==> src/rtl/cop_xfer_seq.sv <==
module cop_xfer_seq #(
  parameter int CP_ID       = 5,
  parameter int LONG_WORDS  = 4,
  parameter int WAIT_CYCLES = 2,
  parameter int DW          = 32,
  parameter int NREG        = 16
) (
  input  logic          clk,
  input  logic          rst_n,
  input  logic          beat_valid,
  input  logic          beat_first,
  input  logic          is_load,
  input  logic [3:0]    cp_num,
  input  logic [31:0]   instr,
  input  logic [DW-1:0] wdata,
  output logic [DW-1:0] rdata,
  output logic [2:0]    resp
);
  localparam int IW = $clog2(NREG);
  localparam int CW = $clog2(LONG_WORDS + 1);
  localparam int WW = (WAIT_CYCLES > 0) ? $clog2(WAIT_CYCLES + 1) : 1;
  localparam logic [2:0] R_BUSY = 3'd0, R_INC = 3'd1, R_LAST = 3'd2,
                         R_DONE = 3'd3, R_IDLE = 3'd7;

  logic [DW-1:0] regs [NREG];
  logic [IW-1:0] idx;
  logic [CW-1:0] cnt;
  logic [WW-1:0] wcnt;

  wire          sel     = beat_valid && (cp_num == 4'(CP_ID));
  wire          lng     = instr[22];
  wire [IW-1:0] fidx    = instr[12 +: IW];
  wire [CW:0]   total   = lng ? (CW+1)'(LONG_WORDS) : (CW+1)'(1);
  wire          waiting = sel && beat_first && (wcnt < WW'(WAIT_CYCLES));
  wire          start   = sel && beat_first && !waiting;
  wire          dbeat   = sel && !beat_first;
  wire [IW-1:0] ridx    = lng ? idx : fidx;
  wire [CW:0]   nxt     = {1'b0, cnt} + 1'b1;

  assign rdata = regs[ridx];

  always_comb begin
    if (!sel)                              resp = R_IDLE;
    else if (waiting)                      resp = R_BUSY;
    else if (start)                        resp = (is_load && !lng) ? R_LAST : R_INC;
    else if (!lng)                         resp = R_DONE;
    else if (nxt >= total)                 resp = R_DONE;
    else if (is_load && (nxt + 1'b1) == total) resp = R_LAST;
    else                                   resp = R_INC;
  end

  always_ff @(posedge clk) begin
    if (!rst_n) begin
      idx  <= '0;
      cnt  <= '0;
      wcnt <= '0;
      for (int i = 0; i < NREG; i++) regs[i] <= '0;
    end else begin
      wcnt <= waiting ? wcnt + 1'b1 : '0;
      if (start) begin
        idx <= fidx;
        cnt <= '0;
      end
      if (dbeat) begin
        if (is_load) regs[ridx] <= wdata;
        if (lng) begin
          idx <= idx + 1'b1;
          cnt <= cnt + 1'b1;
        end
      end
    end
  end
endmodule


==> config.mk <==
export PLATFORM = sky130hd
export DESIGN_NAME = cop_xfer_seq
export DESIGN_NICKNAME = d
export VERILOG_FILES = /design/src/rtl/cop_xfer_seq.sv
export SDC_FILE = /design/constraint.sdc
export NUM_CORES = 1
export LEC_CHECK = 0
export ABC_AREA = 1
export ABC_CLOCK_PERIOD_IN_PS = 3810
export BUFFER_PORTS_ARGS = -buffer_cell sky130_fd_sc_hd__buf_4
export CAP_MARGIN = 0
export CORE_UTILIZATION = 45
export CTS_BUF_LIST = sky130_fd_sc_hd__clkbuf_16
export DETAILED_ROUTE_END_ITERATION = 8
export GPL_TIMING_DRIVEN = 0
export SKIP_CTS_REPAIR_TIMING = 1
export SYNTH_ARGS = -nofsm -noshare
export SYNTH_HDL_FRONTEND = slang
export SYNTH_SLANG_ARGS = --single-unit
==> constraint.sdc <==
create_clock -name clk -period 3.81 [get_ports clk]
set_input_delay 0 -clock clk [delete_from_list [all_inputs] [get_ports clk]]
set_output_delay 0 -clock clk [all_outputs]
set_load 0.01 [all_outputs]
After elaboration in Yosys (flattened, before gate mapping)
Memories as Yosys holds them, arrays and structs flattened.
Index checks and enable logic that the tools add are counted.

word-level totals
  flip-flop bits (word level) = 9
  RAM bits = 512
  output and inout port bits = 35
  memories = 1

memories
  name  depth  width  read ports  clocked after memory_dff  write ports  RTL line  source
  regs  16     32     1           0                         16           25        logic [DW-1:0] regs [NREG];

operators by class
  $add $sub $neg = 5
  $lt $le $gt $ge = 2
  equal/unequal tests = 2
  muxes and demuxes = 23
  reductions and logical operators = 12

operators with widths
  cell                   count
  $mux W32               1
  $reduce_or A32 Y1      1
  $mux W4                5
  $mux W3                5
  $mux W2                6
  $add A4 B1 Y4 const B  2
  $logic_and A1 B1 Y1    7
  $mux W1                6
  $add A3 B1 Y4 const B  1
  $eq A4 B3 Y1           1
  $eq A4 B3 Y1 const B   1
  $ge A4 B3 Y1           1
  $add A3 B1 Y3 const B  1
  $logic_not A1 Y1       3
  $add A2 B1 Y2 const B  1
  $lt A2 B2 Y1 const B   1
  $reduce_and A2 Y1      1

Longest topological paths before layout
  word-level depth = 10
  mapped depth = 15
  depth with buffers taken out = 12

Worst setup path before layout
No wires, ideal clock.

  path type = register to register
  start = register idx[0]
  end = memory regs[13][0], enable pin
  library setup time = 0.389 ns
  data arrival time = 2.008 ns
  required time = 3.421 ns
  path slack = 1.412 ns
  cell stages (with the launch flop) = 9
  path buffers = 2
  period minus slack after synthesis = 2.398 ns
  path through = dfxtp_1 -> nand2_1 -> nand2_1 -> buf_2 -> nand2_1 -> nor2_2 -> nand2_1 -> clkbuf_1 -> nand2_1

RTL lines
  item                      RTL line  source
  start: declaration        26        logic [IW-1:0] idx;
  start signal: assignment  61        idx <= fidx;
  start signal: assignment  67        idx <= idx + 1'b1;
  end: declaration          25

==> impl_metrics.json <==
{
  "crit_family": "buffers and inverters",
  "fmax_mhz": 284.2,
  "endpoint_kind": "register",
  "path_common_cell": "dlygate4sd3_1",
  "rows": 83,
  "die_h_um": 231.3,
  "wl_per_cell_um": 21.97,
  "min_period_over_period": 0.9236,
  "path_buf_inv": 5,
  "synth_edf_count": 512,
  "dr_total_vias": 18760,
  "drv_cap": 0,
  "critPathSlowestCell": "dlygate4sd3_1",
  "ys_ff_latch": 521,
  "setup-tns-final_ns": 0,
  "crit_path_cell_trace": "dlygate4sd3_1 > buf_4 > nand3_1 > dlygate4sd3_1 > nor2_2 > nand3_2 > nor2_1 > nand2_1 > clkbuf_1 > nand2_2 > buf_12",
  "totalPowerFinal_w": 0.01308,
  "nets": 2850,
  "dieArea_um2": 53520,
  "clock_path_buffers": 3,
  "ir_worst_vdd_v": 0.0003747,
  "min_period_ns": 3.519,
  "clkSinkCount": 521,
  "cp.depth": 11,
  "clk_latency_ns": 0.61,
  "synthArstFlopShare": 0,
  "antenna_found_initial": 0,
  "drive_gt1_frac": 0.09023,
  "port_buffers": 78,
  "dp_hpwl_um": 49640,
  "synthDistinctLibCells": 24,
  "min_path_cells": 8,
  "min_path_type": "input port to register",
  "leakagePower_nw": 12.06,
  "synth_nets": 2656,
  "cts_tree": "built",
  "first_pass_iters": 6,
  "synth_ff_type": "edfxtp_1",
  "reg2reg_depth": 9,
  "setup_viol_count_final": 0,
  "dp.cells": 3352,
  "synth_top_area_cell": "edfxtp_1",
  "clockRootBuffer": "clkbuf_16",
  "rsz0062_at_grt": "no",
  "cp.required_ns": 4.12,
  "grt_pass1_vias": 18020,
  "synth_commonest_cells": "nand2_1, nor2_1, edfxtp_1",
  "synth.most_common_cell": "nand2_1",
  "arrival_ns": 3.83,
  "avgViaCountPerCell": 5.367,
  "holdWs_ns": 0.06738,
  "nFillCells": 4711,
  "synth_top_area_frac": 0.6496,
  "overflow": 0,
  "fin_cells": 3496,
  "routed_wl_um": 76800,
  "synth_cells": 2578,
  "max_slew_margin": 0.1130,
  "start_kind": "input port",
  "grtUsageTotal": 0.2896,
  "clock_skew_ns": 0.01246,
  "area_growth_pct": 17.06,
  "netlist_area_um2": 23670,
  "powerDensity_nw_per_um2": 472.2,
  "cts_buffers": 56,
  "yosysSeqAreaShare": 0.6572,
  "drv_slew": 0,
  "start_util": 0.4586,
  "synth_area_leaders": "edfxtp_1, nand2_1, nor2_1",
  "path_clk_slew_ns": 0.06,
  "gp_congestion": 0.8377,
  "worst-path-max-fanout": 22,
  "drc_errors": 0,
  "ys_warn_count": 0,
  "critPathKind": "input port to register",
  "worstMarginPinSlew_ns": 1.331,
  "max_stage_delay_ns": 0.62,
  "core_um2": 51610,
  "h-tree-depth": 2,
  "postRouteAntennaNets": 0,
  "finalHoldViolations": 0,
  "drtIter0Drc": 2285,
  "grt_pass1_wl_um": 112000,
  "syn_area_per_cell_um2": 9.181,
  "status": "finished clean",
  "die_w_um": 231.3,
  "grt_max_degree": 28,
  "ioPinCount": 108
}
[worst register-to-register path, stage by stage, from the launching register on]
cell and delay (ns):
dfxtp_1 0.38, nand2_1 0.07, nand2_1 0.23, nor2_1 0.12
inv_1 0.06, nor2_1 0.07, nand2_1 0.35, clkbuf_1 0.69
nand2_2 0.63, buf_12 0.36
[cell families after synthesis]
kind of cell / Yosys count / synth area share
buffers and inverters: 288 / 0.04853
AO/OA/AOI/OAI: 14 / 0.003542
flip-flops: 521 / 0.6572
XOR/XNOR: 2 / 0.0007402
adder cells (fa/ha/maj): 5 / 0.002643
AND/OR/NAND/NOR: 1748 / 0.2874
[placed cells by master, fill, tap and decap left out, types with 14 or more instances in the layout]
cell type / netlist / layout
nand2_2: 0 / 16
dlygate4sd3_1: 0 / 42
buf_2: 51 / 51
inv_1: 116 / 128
buf_12: 0 / 14
buf_4: 1 / 79
nor2_1: 527 / 527
clkbuf_16: 0 / 57
edfxtp_1: 512 / 512
nand2_1: 1059 / 1043
clkbuf_1: 110 / 110
nand3_1: 146 / 146
[stage by stage]
stage,instance area [um^2],setup slack [ns],utilization
after floorplan,23670,1.412,-
after global placement,25110,-0.3508,0.4864
after detailed placement,25480,0.6293,0.4937
after CTS,27280,0.5768,0.5286
after global routing,27700,0.2111,0.5368
final,27710,0.2909,0.5368
[registers in the layout (all words and copies together) (netlist names)]
register	cells
idx	4
cnt	3
regs	512
wcnt	2
[metal layers]
metal / global-route usage / up-vias / part of all wire
met5: 0 / - / 0
met4: 0.1111 / 0 / 0.038
met3: 0.05426 / 202 / 0.10
met2: 0.4681 / 993 / 0.46
met1: 0.3865 / 8948 / 0.40
li1: - / 8619 / -
[worst paths after layout]
path | start | end | slack, ns
worst min register to register | wcnt[0] | wcnt[0] | 0.41
worst min-delay path | cp_num[2] | idx[2] | 0.07
worst max-delay path | cp_num[0] | regs[3][17] | 0.29
worst max register to register | idx[0] | regs[2][17] | 0.57
[power breakdown]
| group | total (W) | switching (W) | internal [W] |
|---|---|---|---|
| logic | 0.00115 | 0.000825 | 0.000326 |
| clock network | 0.00542 | 0.00225 | 0.00317 |
| registers | 0.00651 | 0.0000509 | 0.00646 |
| total | 0.0131 | 0.00313 | 0.00995 |
[area by class of cell]
type	count	area, um^2	area share
clock buffer	57	1426	0.05148
clock inverter	44	376.6	0.01359
sequential	521	15550	0.5614
timing repair buffer	136	1341	0.04841
antenna	1	2.502	0.00009032
inverter	120	450.4	0.01626
multi-input combinational	1769	7005	0.2528
buffer	168	698.2	0.02520
tap	680	850.8	0.03071
Note: power is estimated with default switching activity, not from simulation.
